--- config.mk ---
export PLATFORM = sky130hd
export DESIGN_NAME = synthCtlReg
export DESIGN_NICKNAME = d
export VERILOG_FILES = /design/src/rtl/synthCtlPkg.sv /design/src/rtl/synthCtlSerialCtrl.sv /design/src/rtl/synthCtlRegFile.sv /design/src/rtl/synthCtlPinDrive.sv /design/src/rtl/synthCtlReg.sv
export SDC_FILE = /design/constraint.sdc
export NUM_CORES = 1
export LEC_CHECK = 0
export BUFFER_PORTS_ARGS = -buffer_cell sky130_fd_sc_hd__buf_4
export CORE_MARGIN = 4
export CORE_UTILIZATION = 35
export DETAILED_ROUTE_END_ITERATION = 8
export PLACE_DENSITY_LB_ADDON = 0.15
export SLEW_MARGIN = 10
export SYNTH_ARGS = -nofsm -noshare
export SYNTH_HDL_FRONTEND = slang
export SYNTH_SLANG_ARGS = --single-unit
--- constraint.sdc ---
create_clock -name clk -period 1.5 [get_ports clk]
set_input_delay 0 -clock clk [delete_from_list [all_inputs] [get_ports clk]]
set_output_delay 0 -clock clk [all_outputs]
set_load 0.02 [all_outputs]
--- src/rtl/synthCtlPkg.sv ---
package synthCtlPkg;

  localparam int CTL_W = 8;
  localparam logic [CTL_W-1:0] CTL_RESET = 8'h10;

  // Field positions; the pin logic decodes these
  localparam int POL_BIT  = 7;
  localparam int SEL_BIT  = 6;
  localparam int LOCK_BIT = 5;
  localparam int DIV_HI   = 4;
  localparam int DIV_LO   = 2;
  localparam int DIV_W    = DIV_HI - DIV_LO + 1;
  localparam int VCO_BIT  = 1;
  localparam int REF_BIT  = 0;

  // Strobes from serial control to the register datapath
  typedef struct packed {
    logic shift;
    logic commit;
    logic clear;
  } serStrobe_t;

endpackage

--- src/rtl/synthCtlSerialCtrl.sv ---
module synthCtlSerialCtrl
  import synthCtlPkg::*;
#(
  parameter int SYNC_STAGES = 2,
  parameter int FRAME_BITS  = 8
) (
  input  logic       clk,
  input  logic       rstN,
  input  logic       serClk,
  input  logic       serEnN,
  input  logic       serData,
  output serStrobe_t strb,
  output logic       dataBit
);

  localparam int CNT_W = $clog2(FRAME_BITS + 2);
  localparam logic [CNT_W-1:0] CNT_FULL = CNT_W'(FRAME_BITS);
  localparam logic [CNT_W-1:0] CNT_SAT  = CNT_W'(FRAME_BITS + 1);

  logic [SYNC_STAGES-1:0] clkSync, enSync, datSync;
  logic clkPrev, enPrev;
  logic clkNow, enNow;
  logic [CNT_W-1:0] bitCount;

  // Synchroniser chains, one per serial line
  always_ff @(posedge clk) begin
    if (!rstN) begin
      clkSync <= '0;
      enSync  <= '1;
      datSync <= '0;
    end else begin
      clkSync <= {clkSync[SYNC_STAGES-2:0], serClk};
      enSync  <= {enSync[SYNC_STAGES-2:0], serEnN};
      datSync <= {datSync[SYNC_STAGES-2:0], serData};
    end
  end

  assign clkNow  = clkSync[SYNC_STAGES-1];
  assign enNow   = enSync[SYNC_STAGES-1];
  assign dataBit = datSync[SYNC_STAGES-1];

  always_ff @(posedge clk) begin
    if (!rstN) begin
      clkPrev <= 1'b0;
      enPrev  <= 1'b1;
    end else begin
      clkPrev <= clkNow;
      enPrev  <= enNow;
    end
  end

  assign strb.shift  = clkNow & ~clkPrev & ~enNow;
  assign strb.clear  = enNow;
  assign strb.commit = enNow & ~enPrev & (bitCount == CNT_FULL);

  // Counter saturates one past a full frame so long frames never wrap
  always_ff @(posedge clk) begin
    if (!rstN || enNow) begin
      bitCount <= '0;
    end else if (strb.shift && bitCount != CNT_SAT) begin
      bitCount <= bitCount + 1'b1;
    end
  end

  // an idle enable leaves no residual count
  a_r10_count_cleared: assert property (@(posedge clk) disable iff (!rstN)
    enNow |=> (bitCount == '0));

  // shifting and committing never coincide
  a_r2_no_shift_on_commit: assert property (@(posedge clk) disable iff (!rstN)
    strb.commit |-> !strb.shift);

endmodule

--- src/rtl/synthCtlRegFile.sv ---
module synthCtlRegFile
  import synthCtlPkg::*;
(
  input  logic             clk,
  input  logic             rstN,
  input  serStrobe_t       strb,
  input  logic             dataBit,
  output logic [CTL_W-1:0] ctlReg
);

  logic [CTL_W-1:0] shiftReg;

  always_ff @(posedge clk) begin
    if (!rstN || strb.clear) begin
      shiftReg <= '0;
    end else if (strb.shift) begin
      shiftReg <= {shiftReg[CTL_W-2:0], dataBit};
    end
  end

  always_ff @(posedge clk) begin
    if (!rstN) begin
      ctlReg <= CTL_RESET;
    end else if (strb.commit) begin
      ctlReg <= shiftReg;
    end
  end

  // the setting moves only on a commit strobe
  a_r3_change_needs_commit: assert property (@(posedge clk) disable iff (!rstN)
    !$stable(ctlReg) |-> $past(strb.commit));

endmodule

--- src/rtl/synthCtlPinDrive.sv ---
module synthCtlPinDrive
  import synthCtlPkg::*;
(
  input  logic             clk,
  input  logic             rstN,
  input  logic [CTL_W-1:0] ctlReg,
  input  logic             pdSingleIn,
  input  logic             pdRefIn,
  input  logic             pdVcoIn,
  input  logic             lockIn,
  input  logic             refStrobeIn,
  input  logic             vcoStrobeIn,
  output logic             pdOut,
  output logic             pdOutEn,
  output logic             pdRefOut,
  output logic             pdVcoOut,
  output logic             lockOut,
  output logic             refStrobeOut,
  output logic             vcoStrobeOut,
  output logic [DIV_W-1:0] refDivSel
);

  logic polInv, selSingle;
  logic singlePol, refPol, vcoPol;
  logic [1:0] strobeIn, strobeOut;

  assign polInv    = ctlReg[POL_BIT];
  assign selSingle = ctlReg[SEL_BIT];

  // Polarity stage first
  always_comb begin
    singlePol = pdSingleIn ^ polInv;
    refPol    = polInv ? pdVcoIn : pdRefIn;
    vcoPol    = polInv ? pdRefIn : pdVcoIn;
  end

  // Then forcing by detector selection
  always_comb begin
    pdOutEn  = selSingle;
    pdOut    = selSingle & singlePol;
    pdRefOut = selSingle | refPol;
    pdVcoOut = selSingle | vcoPol;
  end

  assign lockOut = ctlReg[LOCK_BIT] & lockIn;

  // Strobe gates: index 0 reference, index 1 VCO
  assign strobeIn = {vcoStrobeIn, refStrobeIn};
  for (genvar g = 0; g < 2; g++) begin : gStrobe
    localparam int EN_BIT = (g == 0) ? REF_BIT : VCO_BIT;
    assign strobeOut[g] = ctlReg[EN_BIT] & strobeIn[g];
  end
  assign refStrobeOut = strobeOut[0];
  assign vcoStrobeOut = strobeOut[1];

  assign refDivSel = ctlReg[DIV_HI:DIV_LO];

  a_r5_single_forces_pair: assert property (@(posedge clk) disable iff (!rstN)
    selSingle |-> (pdOutEn && pdRefOut && pdVcoOut));

  a_r5_pair_tristates_single: assert property (@(posedge clk) disable iff (!rstN)
    !selSingle |-> (!pdOutEn && !pdOut));

  a_r7_lock_gated: assert property (@(posedge clk) disable iff (!rstN)
    !ctlReg[LOCK_BIT] |-> !lockOut);

  a_r8_strobes_gated: assert property (@(posedge clk) disable iff (!rstN)
    (!ctlReg[VCO_BIT] |-> !vcoStrobeOut) and (!ctlReg[REF_BIT] |-> !refStrobeOut));

endmodule

--- src/rtl/synthCtlReg.sv ---
module synthCtlReg
  import synthCtlPkg::*;
#(
  parameter int SYNC_STAGES = 2
) (
  input  logic       clk,
  input  logic       rstN,
  input  logic       serData,
  input  logic       serClk,
  input  logic       serEnN,
  input  logic       pdSingleIn,
  input  logic       pdRefIn,
  input  logic       pdVcoIn,
  input  logic       lockIn,
  input  logic       refStrobeIn,
  input  logic       vcoStrobeIn,
  output logic       pdOut,
  output logic       pdOutEn,
  output logic       pdRefOut,
  output logic       pdVcoOut,
  output logic       lockOut,
  output logic       refStrobeOut,
  output logic       vcoStrobeOut,
  output logic [2:0] refDivSel
);

  serStrobe_t strb;
  logic dataBit;
  logic [CTL_W-1:0] ctlReg;

  synthCtlSerialCtrl #(
    .SYNC_STAGES(SYNC_STAGES),
    .FRAME_BITS (CTL_W)
  ) u_ctrl (
    .clk    (clk),
    .rstN   (rstN),
    .serClk (serClk),
    .serEnN (serEnN),
    .serData(serData),
    .strb   (strb),
    .dataBit(dataBit)
  );

  synthCtlRegFile u_regs (
    .clk    (clk),
    .rstN   (rstN),
    .strb   (strb),
    .dataBit(dataBit),
    .ctlReg (ctlReg)
  );

  synthCtlPinDrive u_pins (
    .clk         (clk),
    .rstN        (rstN),
    .ctlReg      (ctlReg),
    .pdSingleIn  (pdSingleIn),
    .pdRefIn     (pdRefIn),
    .pdVcoIn     (pdVcoIn),
    .lockIn      (lockIn),
    .refStrobeIn (refStrobeIn),
    .vcoStrobeIn (vcoStrobeIn),
    .pdOut       (pdOut),
    .pdOutEn     (pdOutEn),
    .pdRefOut    (pdRefOut),
    .pdVcoOut    (pdVcoOut),
    .lockOut     (lockOut),
    .refStrobeOut(refStrobeOut),
    .vcoStrobeOut(vcoStrobeOut),
    .refDivSel   (refDivSel)
  );

endmodule

Yosys cells after proc, flatten, opt, wreduce, memory -nomap -nowiden
Index checks and enable logic that the tools add are counted.

Logic and storage cells: 30. Output and inout port bits: 10. Bits in registers: 28. Input bits: 11.

Bitwise gates (word level): 14. Reduce and logical (&&, ||, !) cells: 3. Muxes and demuxes: 2. Equal/unequal tests: 2. $add $sub $neg: 1.

Operators by type and width (count): $and 1x1->1 (8); $add 4x1->4 const B (1); $eq 4x4->1 const B (1); $ne 4x4->1 const B (1); $not 1->1 (3); $mux 1 (2); $or 1x1->1 (2); $logic_and 1x1->1 (1); $logic_not 1->1 (1); $logic_or 1x1->1 (1); $xor 1x1->1 (1).

Longest topological paths before layout
Word-level depth: 4. Gate-level depth with buffers: 6. Depth with buffers taken out: 5.

Cells and area by module
From an unflattened synthesis, not the netlist that was laid out.

Cell total of the unflattened synthesis: 112. Area, all modules: 1152.4 µm².

Modules (own cells, without submodules): synthCtlRegFile (area each 590.6 µm², cells an instance 52, instances 1, sequential area each 320.3 µm²); synthCtlSerialCtrl (area each 467.9 µm², cells an instance 47, instances 1, sequential area each 240.2 µm²); synthCtlPinDrive (area each 93.8 µm², cells an instance 13, instances 1, sequential area each 0.0 µm²).

Least setup slack after synthesis
No wires, ideal clock.

Path type: register to register. Start: reg u_ctrl.clkPrev. End: reg u_ctrl.bitCount[2]. Arrival time: 1.184 ns. Required time: 1.368 ns. Path buffers: 2. Clock period less this slack: 1.315 ns. Slack: 0.185 ns. Library setup time: 0.132 ns. Stages on the path, launching flop included: 6. Cell sequence: dfxtp_1 > or3b_1 > buf_2 > clkbuf_1 > o21ai_0 > a21oi_1.

Cells in the longest elaborated chain, start to end: 4.

RTL lines: start, declared (RTL line synthCtlSerialCtrl.sv:21) `logic clkPrev, enPrev;`; start signal, assigned (RTL line synthCtlSerialCtrl.sv:47) `clkPrev <= clkNow;`; $not 1->1 (RTL line synthCtlSerialCtrl.sv:52) `assign strb.shift = clkNow & ~clkPrev & ~enNow;`; $and 1x1->1 (2 in a row) (RTL line synthCtlSerialCtrl.sv:52); $logic_and 1x1->1 (RTL line synthCtlSerialCtrl.sv:60) `end else if (strb.shift && bitCount != CNT_SAT) begin`; end signal, assigned (RTL line synthCtlSerialCtrl.sv:61) `bitCount <= bitCount + 1'b1;`; end, declared (RTL line synthCtlSerialCtrl.sv:23) `logic [CNT_W-1:0] bitCount;`.

No other way between the ends. A chain may end at the register's enable or synchronous reset.

Worst setup path in the final report
Start: reg u_ctrl.bitCount[0]. End: reg u_regs.ctlReg[4].

Cells in the longest elaborated chain, start to end: 2.

RTL lines: $eq 4x4->1 (RTL line synthCtlSerialCtrl.sv:54) `assign strb.commit = enNow & ~enPrev & (bitCount == CNT_FULL);`; $and 1x1->1 (RTL line synthCtlSerialCtrl.sv:54); end signal, assigned (RTL line synthCtlRegFile.sv:25) `ctlReg <= shiftReg;`; end, declared (RTL line synthCtlRegFile.sv:8) `output logic [CTL_W-1:0] ctlReg`.

No other way between the ends.

==> impl_results.md <==
- Outcome: finished clean
- Critical R2R Capture: u_regs.ctlReg[4]$_SDFFE_PN1P_
- WL per Instance: 10.3 microns
- Setup Buffers After CTS: 0
- Num CTS Buffers: 3
- HP Class: input port to output port
- Final Max Tran Viols: 0
- Vias per cell: 4.41
- Synth Instances: 127
- CP Capture Type: flop
- Crit path launch: u_ctrl.bitCount[0]$_SDFFE_PP0P_
- Critical Path RT: 1760 ps
- Die ar.: 4240 sq um
- Syn Nets: 141
- # DRC: 0
- Drt pass-1 iters: 4
- Hold WS: 309 ps
- Area of the multi-input gates: 539 sq um
- TritonCTS clock tree: yes
- Worst R2R Path Depth: 6
- Headroom to the max-slew limit: 78.4%
- Area Overhead vs Synth: 26.5%
- Worst Setup Start Kind: flop
- Synth cell types: 24
- Tcrit/Tclk final: 92.7%
- P_leak: 0.000532 uW
- Mapped Area: 1140 sq um
- H-Tree Level Count: 1
- Slowest CP cell: dfxtp_1
- Antenna violations before repair: 0
- Initial Util: 37.1%
- Setup CP Type: flop to flop
- Buffers & Inverters on Critical Path: 2
- GPL Wtd Cong: 0.691
- Worst-margin pin slew: 322 ps
- Layout cell share with drive strength beyond 1: 21.7%
- Register area: 561 sq um
- Max rail drop VDD: 0.000710 V
- Yosys warnings: 0
- # setup viols final: 0
- Crit path DAT: 1650 ps
- Min cycle time layout: 1390 ps
- # nets final: 167
- I/O pin count: 21
- HPWL after DPL: 1.40 mm
- Core area: 3080 sq um
- Max Root-Sink Buffers: 2
- Max Clock Freq: 719 MHz
- Clk root buf: clkbuf_4
- Port Buffers: 20
- Power density over the cells: 816 nW/um^2
- Fillcell total: 298
- Clock skew: 1.67 ps
- #FFs+latches synth: 28
- Vias: 864
- Diodes inserted: 0
- Reg2reg setup slack: 110 ps
- Syn Area/Cell: 8.98 sq um
- Die Ht: 65.1 microns
- DIE WIDTH: 65.1 microns
- RR Startpoint: u_ctrl.bitCount[0]$_SDFFE_PP0P_
- Total gr overflow: 0
- CP top delay family: flip-flops
- Gr usage total: 10.4%
- Cell Chain, Critical Path: inv_1 -> ha_1 -> nand2_1 -> nor4b_4 -> buf_6 -> mux2i_1
- Worst-path fanout max: 6
- Final hold violation count: 0
- Clock slew at reported path FFs: 140 ps
- Largest net degree at the start of global routing: 25
- Post-synthesis sequential area ratio: 49.1%
- Max incr delay on CP: 380 ps
- Most frequent cells in the layout: nand2_1, dfxtp_1, buf_4, a21oi_1, and2_1
- Fin area: 1440 sq um
- Clk_lat worst skew: 320 ps
- Crit path capture: u_regs.ctlReg[4]$_SDFFE_PN1P_
- Commonest non-fill, non-tap cell in the layout: nand2_1
- Site Rows: 20
- Routed wire length: 2.01 mm
- Vias in the first global route: 822
- First-pass GRT wire length: 3.49 mm
- Post-Place Cell Area: 1340 sq um
- Clock Sinks: 28
- Final ANT Viol Nets: 0
- Number of cells on the critical path: 6
- DR iter-0 viols: 23
- MaxCap Viol Count: 0
kinds of logic (layout without fill, tap and decap cells):
group                    count (synthesis)  after routing  synth area share, %
AND/OR/NAND/NOR                         56             56                 25.0
flip-flops                              28             28                 49.1
AO/OA/AOI/OAI                           19             19                 9.65
buffers and inverters                   12             37                 5.15
multiplexers                             8              8                 7.02
adder cells (fa/ha/maj)                  3              3                 3.29
XOR/XNOR                                 1              1                0.768
state kept, by name, indices dropped and copies added (netlist names):
signal           count
u_ctrl.enPrev        1
u_regs.shiftReg      8
u_ctrl.clkSync       2
u_ctrl.clkPrev       1
u_ctrl.enSync        2
u_ctrl.bitCount      4
u_ctrl.datSync       2
u_regs.ctlReg        8
Yosys cell counts:
master	instances	share of area [%]
nand2_1	31	10
dfxtp_1	28	49
a21oi_1	12	5.3
and2_1	9	4.9
mux2i_1	8	7.0
clkbuf_1	4	1.3
nor2b_1	4	2.2
buf_4	3	2.0
ha_1	3	3.3
inv_1	3	0.99
nand2b_1	3	1.6
o21ai_0	3	1.3
a211o_1	2	1.5
buf_2	2	0.88
nand3_1	2	0.88
or3_1	2	1.1
and3b_1	1	0.77
nor3b_1	1	0.66
nor3b_2	1	1.1
nor4b_1	1	0.77
o21a_1	1	0.66
o21ba_2	1	0.88
or3b_1	1	0.77
xor2_1	1	0.77
timing repair:
action | CTS | global route
hold buffers | 5 | 0
hold endpoints to repair | 4 | 0
gates resized for setup | 0 | 3
endpoints found under the setup margin | 0 | 8
power breakdown:
part / switching, uW / total [uW] / internal (uW)
combinational: 26.7 / 67.3 / 40.7
clock: 207 / 355 / 148
sequential: 3.57 / 756 / 753
total: 237 / 1180 / 942
tightest hold or removal path, delay by kind of cell:
kind / cells / cell delay (ps)
simple gates: 1 / 110
buf+inv: 2 / 200
worst min-delay path by stage:
| stage | slack [ps] | start | cells past startpoint | end |
|---|---|---|---|---|
| after floorplan | 70 | rstN | 1 | u_ctrl.enSync[0]$_SDFF_PN1_ |
| after global placement | 180 | serEnN | 2 | u_ctrl.enSync[0]$_SDFF_PN1_ |
| after detailed placement | 190 | serEnN | 2 | u_ctrl.enSync[0]$_SDFF_PN1_ |
| after CTS | 310 | lockIn | 3 | lockOut |
| after global routing | 320 | refStrobeIn | 3 | refStrobeOut |
| final | 310 | lockIn | 3 | lockOut |
per-stage QoR:
step | setup slack [ps] | power, uW | utilization, % | cells | setup TNS [ps]
2_1_floorplan | 185 | 798 | - | 127 | 0
3_3_place_gp | 115 | 828 | 43.6 | 187 | 0
3_5_place_dp | 74.9 | 829 | 43.6 | 187 | 0
4_1_cts | 39.7 | 1200 | 46.4 | 196 | 0
5_1_grt | -18.7 | 1250 | 46.9 | 196 | -72.3
6_report | 109 | 1180 | 46.9 | 196 | 0
layout make-up:
type | instances | area share, %
Multi-Input combinational cell | 87 | 37.3
Timing Repair Buffer | 30 | 16.7
Clock buffer | 4 | 2.51
Inverter | 3 | 0.780
Tap cell | 44 | 3.81
Sequential cell | 28 | 38.8
layer usage:
layer  part of all wire [%]  global-route usage, %  vias up
met1                     48                   12.4      377
li1                       -                      -      464
met2                     45                   17.6       21
met5                      0                      0        -
met3                    7.0                   4.62        2
met4                   0.75                   1.55        0
Power figures use the tool's default switching activity.
